## src/rtl/ipi_pkg.sv

```systemverilog
package ipi_pkg;

  localparam int DATA_W = 32;

  // register offsets inside a bank (low address byte)
  localparam logic [7:0] OFF_STATUS = 8'h00;
  localparam logic [7:0] OFF_ENABLE = 8'h04;
  localparam logic [7:0] OFF_SET    = 8'h08;
  localparam logic [7:0] OFF_CLEAR  = 8'h0C;
  localparam logic [7:0] OFF_MBOX   = 8'h20;

  // send command fields
  localparam int TGT_LSB = 16;
  localparam int TGT_W   = 10;
  localparam int VEC_W   = 5;

  typedef enum logic [1:0] {
    SRC_ZERO = 2'd0,
    SRC_REG  = 2'd1,
    SRC_MBOX = 2'd2
  } rd_src_e;

  typedef struct packed {
    logic en_wr;
    logic set_wr;
    logic clr_wr;
    logic mbox_wr;
    logic send_wr;
    logic stat_rd;
    logic en_rd;
    logic mbox_rd;
  } dec_t;

endpackage

```

## src/rtl/ipi_addr_decode.sv

```systemverilog
module ipi_addr_decode
  import ipi_pkg::*;
#(
  parameter int MBOX_WORDS = 8,
  parameter int WORD_W     = (MBOX_WORDS > 1) ? $clog2(MBOX_WORDS) : 1
) (
  input  logic [7:0]        off_i,
  input  logic              we_i,
  input  logic              re_i,
  output dec_t              dec_o,
  output logic [WORD_W-1:0] word_o
);

  localparam int MBOX_END = int'(OFF_MBOX) + 4 * MBOX_WORDS;
  localparam logic [7:0] OFF_SEND = 8'(MBOX_END);

  logic       in_mbox;
  logic [7:0] rel;

  always_comb begin
    rel     = off_i - OFF_MBOX;
    in_mbox = (off_i >= OFF_MBOX) && (int'(off_i) < MBOX_END);
    word_o  = WORD_W'(rel >> 2);

    dec_o         = '0;
    dec_o.en_wr   = we_i && (off_i == OFF_ENABLE);
    dec_o.set_wr  = we_i && (off_i == OFF_SET);
    dec_o.clr_wr  = we_i && (off_i == OFF_CLEAR);
    dec_o.mbox_wr = we_i && in_mbox;
    dec_o.send_wr = we_i && (off_i == OFF_SEND);
    dec_o.stat_rd = re_i && (off_i == OFF_STATUS);
    dec_o.en_rd   = re_i && (off_i == OFF_ENABLE);
    dec_o.mbox_rd = re_i && in_mbox;
  end

endmodule

```

## src/rtl/ipi_mailbox.sv

```systemverilog
module ipi_mailbox #(
  parameter int DEPTH = 32,
  parameter int AW    = 5,
  parameter int DW    = 32
) (
  input  logic          clk,
  input  logic          we_i,
  input  logic [AW-1:0] waddr_i,
  input  logic [DW-1:0] wdata_i,
  input  logic          re_i,
  input  logic [AW-1:0] raddr_i,
  output logic [DW-1:0] rdata_o
);

  // simple dual-port array, registered read, no reset: RAM friendly
  logic [DW-1:0] mem [DEPTH];
  logic [DW-1:0] rdata_q;

  always_ff @(posedge clk) begin
    if (we_i) mem[waddr_i] <= wdata_i;
    if (re_i) rdata_q <= mem[raddr_i];
  end

  assign rdata_o = rdata_q;

endmodule

```

## src/rtl/ipi_core_bank.sv

```systemverilog
module ipi_core_bank
  import ipi_pkg::*;
(
  input  logic              clk,
  input  logic              rst,
  input  logic              en_we,
  input  logic [DATA_W-1:0] en_wdata,
  input  logic              set_we,
  input  logic [DATA_W-1:0] set_bits,
  input  logic              clr_we,
  input  logic [DATA_W-1:0] clr_bits,
  output logic [DATA_W-1:0] status_o,
  output logic [DATA_W-1:0] en_o,
  output logic              irq_o
);

  logic [DATA_W-1:0] status_q, en_q, status_nxt;
  logic              irq_q, raise, lower;

  // clear first, then OR in every set source: set wins on a shared bit
  always_comb begin
    status_nxt = (status_q & ~(clr_we ? clr_bits : '0)) | (set_we ? set_bits : '0);
    raise      = set_we && ((status_nxt & en_q) != '0);
    lower      = clr_we && (status_nxt == '0) && (en_q != '0);
  end

  always_ff @(posedge clk) begin
    if (rst) begin
      status_q <= '0;
      en_q     <= '0;
      irq_q    <= 1'b0;
    end else begin
      status_q <= status_nxt;
      if (en_we) en_q <= en_wdata;
      if (raise)      irq_q <= 1'b1;
      else if (lower) irq_q <= 1'b0;
    end
  end

  assign status_o = status_q;
  assign en_o     = en_q;
  assign irq_o    = irq_q;

  assert_set_sticks_R3: assert property (@(posedge clk) disable iff (rst)
    set_we |=> ((status_o & $past(set_bits)) == $past(set_bits)));

  assert_clear_drops_R4: assert property (@(posedge clk) disable iff (rst)
    (clr_we && !set_we) |=> ((status_o & $past(clr_bits)) == '0));

  assert_irq_raise_R3: assert property (@(posedge clk) disable iff (rst)
    (set_we && !clr_we && (((status_o | set_bits) & en_o) != '0)) |=> irq_o);

  assert_irq_lower_R4: assert property (@(posedge clk) disable iff (rst)
    (clr_we && !set_we && ((status_o & ~clr_bits) == '0) && (en_o != '0)) |=> !irq_o);

  assert_irq_hold_R5: assert property (@(posedge clk) disable iff (rst)
    (!set_we && !clr_we) |=> $stable(irq_o));

endmodule

```

## src/rtl/ipi_regfile.sv

```systemverilog
module ipi_regfile
  import ipi_pkg::*;
#(
  parameter int NUM_CORES  = 4,
  parameter int MBOX_WORDS = 8,
  parameter int ADDR_W     = 12,
  parameter int CORE_W     = (NUM_CORES > 1) ? $clog2(NUM_CORES) : 1
) (
  input  logic                 clk,
  input  logic                 rst,
  input  logic [CORE_W-1:0]    bus_req_id,
  input  logic [ADDR_W-1:0]    bus_addr,
  input  logic                 bus_we,
  input  logic                 bus_re,
  input  logic [DATA_W-1:0]    bus_wdata,
  output logic [DATA_W-1:0]    bus_rdata,
  output logic                 bus_err,
  output logic [NUM_CORES-1:0] irq_o
);

  localparam int  WORD_W  = (MBOX_WORDS > 1) ? $clog2(MBOX_WORDS) : 1;
  localparam int  MB_AW   = CORE_W + WORD_W;
  localparam int  MB_DEPTH = NUM_CORES * MBOX_WORDS;
  localparam bit  ID_FULL = ((1 << CORE_W) == NUM_CORES);
  localparam logic [TGT_W-1:0] TGT_LIMIT = TGT_W'(NUM_CORES);

  // ---------------- decode ----------------
  dec_t              dec;
  logic [WORD_W-1:0] word;
  logic              req_ok;
  logic              unused_addr_hi;

  assign unused_addr_hi = ^bus_addr[ADDR_W-1:8];

  ipi_addr_decode #(.MBOX_WORDS(MBOX_WORDS), .WORD_W(WORD_W)) u_dec (
    .off_i  (bus_addr[7:0]),
    .we_i   (bus_we),
    .re_i   (bus_re),
    .dec_o  (dec),
    .word_o (word)
  );

  generate
    if (ID_FULL) begin : g_id_full
      assign req_ok = 1'b1;
    end else begin : g_id_part
      assign req_ok = (bus_req_id < CORE_W'(NUM_CORES));
    end
  endgenerate

  // ---------------- send command stage ----------------
  logic [TGT_W-1:0]  cmd_tgt;
  logic [VEC_W-1:0]  cmd_vec;
  logic              send_go, send_bad;
  logic              pend_vld_q, err_q;
  logic [CORE_W-1:0] pend_tgt_q;
  logic [VEC_W-1:0]  pend_vec_q;

  assign cmd_tgt  = bus_wdata[TGT_LSB +: TGT_W];
  assign cmd_vec  = bus_wdata[VEC_W-1:0];
  assign send_go  = dec.send_wr && req_ok;
  assign send_bad = send_go && (cmd_tgt >= TGT_LIMIT);

  always_ff @(posedge clk) begin
    if (rst) begin
      pend_vld_q <= 1'b0;
      err_q      <= 1'b0;
      pend_tgt_q <= '0;
      pend_vec_q <= '0;
    end else begin
      pend_vld_q <= send_go && !send_bad;
      err_q      <= send_bad;
      pend_tgt_q <= cmd_tgt[CORE_W-1:0];
      pend_vec_q <= cmd_vec;
    end
  end

  assign bus_err = err_q;

  // ---------------- per-core banks ----------------
  logic [DATA_W-1:0] status_a [NUM_CORES];
  logic [DATA_W-1:0] en_a     [NUM_CORES];

  generate
    for (genvar g = 0; g < NUM_CORES; g++) begin : g_bank
      logic              local_hit, send_hit, set_any;
      logic [DATA_W-1:0] set_vec;

      assign local_hit = req_ok && (bus_req_id == CORE_W'(g));
      assign send_hit  = pend_vld_q && (pend_tgt_q == CORE_W'(g));
      assign set_any   = (local_hit && dec.set_wr) || send_hit;
      assign set_vec   = ((local_hit && dec.set_wr) ? bus_wdata : '0)
                       | (send_hit ? (DATA_W'(1) << pend_vec_q) : '0);

      ipi_core_bank u_bank (
        .clk      (clk),
        .rst      (rst),
        .en_we    (local_hit && dec.en_wr),
        .en_wdata (bus_wdata),
        .set_we   (set_any),
        .set_bits (set_vec),
        .clr_we   (local_hit && dec.clr_wr),
        .clr_bits (bus_wdata),
        .status_o (status_a[g]),
        .en_o     (en_a[g]),
        .irq_o    (irq_o[g])
      );
    end
  endgenerate

  // ---------------- mailbox ----------------
  logic [MB_AW-1:0]  mb_addr;
  logic [DATA_W-1:0] mb_rdata;

  assign mb_addr = {bus_req_id, word};

  ipi_mailbox #(.DEPTH(MB_DEPTH), .AW(MB_AW), .DW(DATA_W)) u_mbox (
    .clk     (clk),
    .we_i    (dec.mbox_wr && req_ok),
    .waddr_i (mb_addr),
    .wdata_i (bus_wdata),
    .re_i    (dec.mbox_rd && req_ok),
    .raddr_i (mb_addr),
    .rdata_o (mb_rdata)
  );

  // ---------------- read return ----------------
  rd_src_e           src_q;
  logic [DATA_W-1:0] reg_q;

  always_ff @(posedge clk) begin
    if (rst) begin
      src_q <= SRC_ZERO;
      reg_q <= '0;
    end else if (bus_re) begin
      if (!req_ok)                   src_q <= SRC_ZERO;
      else if (dec.mbox_rd)          src_q <= SRC_MBOX;
      else if (dec.stat_rd || dec.en_rd) src_q <= SRC_REG;
      else                           src_q <= SRC_ZERO;
      reg_q <= dec.stat_rd ? status_a[bus_req_id] :
               dec.en_rd   ? en_a[bus_req_id] : '0;
    end
  end

  always_comb begin
    case (src_q)
      SRC_MBOX: bus_rdata = mb_rdata;
      SRC_REG:  bus_rdata = reg_q;
      default:  bus_rdata = '0;
    endcase
  end

  // ---------------- checks ----------------
  assert_dec_onehot_R1: assert property (@(posedge clk) disable iff (rst)
    $onehot0({dec.en_wr, dec.set_wr, dec.clr_wr, dec.mbox_wr, dec.send_wr}));

  assert_err_pulse_R8: assert property (@(posedge clk) disable iff (rst)
    send_bad |=> (bus_err && !pend_vld_q));

  assert_err_cause_R8: assert property (@(posedge clk) disable iff (rst)
    bus_err |-> $past(send_bad));

  assert_rd_zero_R2: assert property (@(posedge clk) disable iff (rst)
    (bus_re && !dec.stat_rd && !dec.en_rd && !dec.mbox_rd) |=> (bus_rdata == '0));

endmodule

```

## config.mk

```make
export PLATFORM = sky130hd
export DESIGN_NAME = ipi_regfile
export DESIGN_NICKNAME = d
export VERILOG_FILES = /design/src/rtl/ipi_pkg.sv /design/src/rtl/ipi_addr_decode.sv /design/src/rtl/ipi_mailbox.sv /design/src/rtl/ipi_core_bank.sv /design/src/rtl/ipi_regfile.sv
export SDC_FILE = /design/constraint.sdc
export NUM_CORES = 2
export LEC_CHECK = 0
export BUFFER_PORTS_ARGS = -buffer_cell sky130_fd_sc_hd__buf_2
export CORE_UTILIZATION = 30
export DETAILED_ROUTE_END_ITERATION = 10
export PLACE_DENSITY = 0.42
export SYNTH_ARGS = -nofsm -noshare
export SYNTH_HDL_FRONTEND = slang
export SYNTH_SLANG_ARGS = --single-unit
export TNS_END_PERCENT = 100
```

## constraint.sdc

```tcl
create_clock -name clk -period 4.4 [get_ports clk]
set_input_delay 0.44 -clock clk [delete_from_list [all_inputs] [get_ports clk]]
set_output_delay 0.44 -clock clk [all_outputs]
set_load 0.1 [all_outputs]
```

* After elaboration in Yosys (flattened, before gate mapping)
Memories as Yosys holds them, arrays and structs flattened. A register that Yosys moved wholly into a read port is not among the register bits. Cells that the tools add are included.
Storage, ports and cells: bits in registers 303, latch bits 0, bits in writable memories 1024, memory bits (read-only) 0, memories kept 1
Memories:
- u_mbox.mem | words 32, bits a word 32, read ports 1, clocked after Yosys merged registers in 1, wr ports 1, line ipi_mailbox.sv:16 | logic [DW-1:0] mem [DEPTH];
Operators by class: $add $sub $neg 1, $mul 0, divide/modulo/power cells 0, magnitude comparators 4, equality and inequality tests 12, shift operators 1, mux-type cells 37, bitwise logic cells 21, reduce and logical (&&, ||, !) cells 64
Operators by type and width (number):
- $mux 32 | 22
- $and 32x32->32 | 8
- $or 32x32->32 | 8
- $reduce_bool 32->1 | 8
- $bmux 32 s2 | 2
- $logic_not 32->1 | 4
- $not 32->32 | 4
- $pmux 32 s2 | 1
- $logic_and 1x1->1 | 39
- $shl 1x5->32 const A | 1
- $eq 8x4->1 const B | 2
- $mux 1 | 11
- $eq 2x2->1 const B | 5
- $ge 10x3->1 const B | 1
- $eq 8x3->1 const B | 1
- $eq 8x7->1 const B | 1
- $ge 8x6->1 const B | 1
- $logic_not 8->1 | 1
- $lt 8x7->1 const B | 1
- $reduce_bool 2->1 | 4
- $eq 2x1->1 const B | 3
- $logic_or 1x1->1 | 5
- $sub 5x1->5 const B | 1
- $logic_not 2->1 | 2
- other kinds (4) | 4

* Logic depth before layout (Yosys ltp)
word-level depth 12, mapped depth 11, mapped depth without buffers 7

* Hierarchy
From an unflattened synthesis, not the netlist that was laid out.
Unflattened totals: cells, all modules 4184, area total of the unflattened synthesis 57540.2 um^2
By module, submodules not included:
- ipi_mailbox | times used 1, cells an instance 2260, area an instance 40805.4 um^2
- ipi_core_bank | times used 4, cells an instance 327, area an instance 2782.7 um^2
- ipi_regfile | times used 1, cells an instance 597, area an instance 5467.7 um^2
- ipi_addr_decode | times used 1, cells an instance 19, area an instance 136.4 um^2

* Worst setup path before layout
No wires, ideal clock.
path type in2reg, start input port bus_addr[2], end memory u_mbox.mem[13][0], enable pin, library setup time 421 ps, arrival 3407 ps, required time 3979 ps, slack 572 ps, cell stages on the path 7, buffers on the path 5, cells stage by stage buf_2 clkbuf_1 buf_2 clkbuf_1 clkbuf_1 nand3_1 nor2_1
Between the ends: cells in the longest elaborated chain, start to end 5, elaborated cells between the ends (all ways) 7, those cells by class add/sub: 1; order compare: 2; mux: 2; reduce/logical: 2
Ends and longest elaborated chain:
- start: declaration | line ipi_regfile.sv:12 | input logic [ADDR_W-1:0] bus_addr,
- $ge 8x6->1 / $lt 8x7->1 (equally long branches) | line ipi_addr_decode.sv:22 | in_mbox = (off_i >= OFF_MBOX) && (int'(off_i) < MBOX_END);
- $logic_and 1x1->1 | line ipi_addr_decode.sv:22
- $logic_and 1x1->1 | line ipi_addr_decode.sv:29 | dec_o.mbox_wr = we_i && in_mbox;
- $mux 1 | line ipi_mailbox.sv:20 | if (we_i) mem[waddr_i] <= wdata_i;
- $mux 1 (not written as such) | line ipi_mailbox.sv:20
- end: declaration | line ipi_mailbox.sv:16
Parallel ways exist; a longest one is shown, timed or not.

* Worst setup path after layout
start register src_q[0], end output port bus_rdata[27]
Between the ends: cells in the longest elaborated chain, start to end 2, elaborated cells between the ends (all ways) 3, those cells by class eq/ne: 2; mux: 1
Ends and longest elaborated chain:
- start: declaration | line ipi_regfile.sv:128 | rd_src_e src_q;
- start signal: assignment | line ipi_regfile.sv:133 | src_q <= SRC_ZERO;
- start signal: assignment | line ipi_regfile.sv:136 | if (!req_ok) src_q <= SRC_ZERO;
- start signal: assignment | line ipi_regfile.sv:137 | else if (dec.mbox_rd) src_q <= SRC_MBOX;
- $eq 2x1->1 / $eq 2x2->1 (equally long branches) | line ipi_regfile.sv:146 | case (src_q)
- $pmux 32 s2 (*) | line ipi_regfile.sv:146
- end: declaration | line ipi_regfile.sv:16 | output logic [DATA_W-1:0] bus_rdata,
Mark *: on every way between the ends. The rest lies on a longest branch, timed or not.

==> results.md <==
* Synth Flop Type: edfxtp_1
* Clock sink count at 1359
* Post-DR vias/cell at 5.78
* Fraction of layout cells with a size suffix above 1 at 22.3%
* Die Ht at 436 µm
* Synthesis warning total at 0
* FP Rows at 159
* Worst IR Drop VDD at 321 µV
* Initial antenna violation count at 13
* Fin crit share at 86.9%
* Largest net degree at the start of global routing at 125
* Worst R2R Start: pend_vec_q[1]$_SDFF_PP0_
* Post-synthesis instance area at 0.0566 mm²
* Cell variety after synth at 51
* Mapped Cells at 3804
* Filler instances at 17941
* MaxCap Viol Count at 0
* Placement Setup Slack at 606 ps
* DRC violations left at 0
* Min setup slack post-route at 575 ps
* # setup viols final at 0
* Mapped Nets at 3856
* Die area at 0.190 mm²
* First drt pass iteration count at 8
* CTS H-tree depth at 4
* Pwr Density at 430 mW/mm²
* Critical Path Fanout Max at 24
* Hpwl dp at 147000 µm
* Worst Setup Path Type: reg2out
* Routed WL at 228000 µm
* Critical Path Sink Type: output pin
* Worst slew pin tran at 1240 ps
* Initial core utilization at 30.2%
* Hold_sp: bus_wdata[9]
* RSZ-0062 raised after global routing: false
* Final non-filler cell total at 6548
* Total global routing overflow at 0
* Minimum clock period after layout at 3820 ps
* Final RePlAce weighted congestion at 0.973
* Lkg Pwr at 20.8 nW
* Via count at 37879
* Setup TNS at 0 ps
* Area Growth Syn to Fin at 17.5%
* FF-to-FF End: g_bank[1].u_bank.irq_o$_SDFFE_PP0P_
* Flops & latches, synth at 1359
* # resized after CTS at 0
* Worst setup SP type: register
* TritonCTS Buffers at 157
* CP arrival at 3380 ps
* Post-synth EDFFs at 1056
* Max Clk Rate at 0.261 GHz
* Final Hold Fails at 0
* Number of port buffers at 82
* Most frequent cells in the layout: 1056 x edfxtp_1, 337 x nand2_1, 320 x mux4_2, 303 x dfxtp_1, 247 x nand3_1
* Die X at 436 µm
* Hold Path Stages at 3
* Avg Inst Size Synth at 14.9 µm²
* R2R depth at 8
* Clock slew at reported path FFs at 60 ps
* CTS tree: done
* Asr flop ratio synth at 0%
* Hold_ws at 49.8 ps
* Core area at 0.188 mm²
* Gr usage total at 23.6%
* Pins Over Slew Limit at 0
* Tightest Hold Check Type: in2reg
* Post-Place Cells at 6261
* Seq/Total Area, Yosys at 66.8%
* CP required at 3960 ps
* DRT antenna net count at 0
* Commonest non-fill, non-tap cell in the layout: edfxtp_1
* WL per Instance at 34.8 µm
* First-pass GRT wire length at 314000 µm
* Rel. slew slack at 17.1%
* Vias in the first global route at 36990
* Final Net Count at 3978
* CTS max path bufs at 3
* DRT iter0 DRCs at 4539
* Skew-Pair Late Insertion Delay at 810 ps
* Top Ports at 87
* Clock skew at 41.1 ps
* Clock root buffer: clkbuf_16
* Status: complete, no violations
* FF-to-FF setup slack at 1340 ps
* Min-Delay Endpoint: g_bank[3].u_bank.en_o[9]$_SDFFE_PP0P_
-- power breakdown --
group	internal (W)	total (W)	switching (W)
Clock	0.00778	0.0133	0.00548
Combinational	0.000407	0.00143	0.00102
Sequential	0.0138	0.0139	0.0000162
-- critical path, cell delays in order (launching register included) --
cell	delay, ps
dfxtp_1	360
ha_1	930
a22oi_1	600
nor2_1	220
buf_2	450
-- Yosys cell counts (2+ instances only) --
library cell	count	share of area, %
o41a_1	7	0.14
a21oi_1	199	1.8
a2bb2oi_1	2	0.031
edfxtp_1	1056	56
buf_1	44	0.29
nand3_1	247	2.2
a22o_1	6	0.093
nor2_1	122	0.81
and3b_1	5	0.077
clkbuf_1	266	1.8
inv_1	45	0.30
buf_6	5	0.10
nor3_1	9	0.080
ha_1	2	0.044
nor3b_1	5	0.066
a311oi_1	2	0.031
and3_1	12	0.13
nor4_1	71	0.79
a22oi_1	116	1.5
or2_2	3	0.033
and2_1	6	0.066
buf_4	4	0.053
or4_1	4	0.053
nand4_1	183	2.0
buf_2	13	0.12
mux4_2	320	13
nand2_1	337	2.2
o32ai_1	4	0.062
dfxtp_1	303	11
o41ai_1	113	1.7
nand3b_1	2	0.027
a31oi_1	92	1.0
nor2b_1	72	0.80
a32oi_1	96	1.5
a311o_1	3	0.053
nand2b_1	7	0.077
o41ai_2	7	0.20
-- worst max path at each step --
stage,end,start,depth (start not counted),slack (ps)
after detailed placement,g_bank[1].u_bank.irq_o$_SDFFE_PP0P_,bus_addr[1],9,610
after global placement,g_bank[1].u_bank.irq_o$_SDFFE_PP0P_,bus_addr[1],8,570
final,bus_rdata[27],src_q[0]$_SDFFE_PP0P_,4,580
after global routing,bus_rdata[27],src_q[0]$_SDFFE_PP0P_,5,420
after floorplan,u_mbox.mem[13][0]$_DFFE_PP_,bus_addr[2],7,570
after CTS,bus_rdata[20],src_q[0]$_SDFFE_PP0P_,5,520
-- cell families (layout without fill, tap and decap cells) --
group                      Yosys count  in the layout  synth area share [%]
buffers and inverters              379            625                  2.64
AOI/OAI and AO/OA                  651            651                  8.22
other                                0              3                     0
adders and majority gates            2              2                0.0442
DFF                               1359           1359                  66.8
muxes                              320            320                  12.7
and+or+nand+nor                   1093           1093                  9.59
-- routing by layer --
layer  global-route usage (%)  wire length [µm]  vias up
met5                        0                 0        -
met4                     8.61              8920        0
met3                     3.86             15800      346
met2                     37.4            106000     1741
met1                     32.3             96800    20071
li1                         -                 -    15721
-- area by class of cell --
| class | count | area (µm²) | share of cell area (%) |
|---|---|---|---|
| inverter | 47 | 176 | 0.265 |
| antenna | 3 | 7.51 | 0.0113 |
| timing repair buffer | 295 | 2500 | 3.77 |
| clock inverter | 76 | 823 | 1.24 |
| multi-input combinational | 2066 | 17700 | 26.7 |
| clock buffer | 207 | 4350 | 6.54 |
| sequential | 1359 | 37800 | 56.8 |
| tap | 2495 | 3120 | 4.70 |
-- sequential cells by signal, summed over array words and instances (netlist names) --
name                    flops
bus_err                     1
g_bank.u_bank.en_o        128
g_bank.u_bank.irq_o         4
g_bank.u_bank.status_o    128
pend_tgt_q                  2
pend_vec_q                  5
pend_vld_q                  1
reg_q                      32
src_q                       2
u_mbox.mem               1024
u_mbox.rdata_o             32
-- per-stage QoR --
step                      power (W)  utilization, %  instance area, µm²
after floorplan              0.0148               -               56600
after CTS                    0.0288            35.4               66500
final                        0.0286            35.4               66500
after global routing         0.0293            35.4               66500
after detailed placement     0.0156            32.7               61300
after global placement       0.0156            32.7               61300
-- repair_timing --
action                    4_1_cts  5_1_grt
hold endpoints to repair        4        0
setup buffers                   0        0
hold buffers                    1        0
Power figures use the tool's default switching activity.
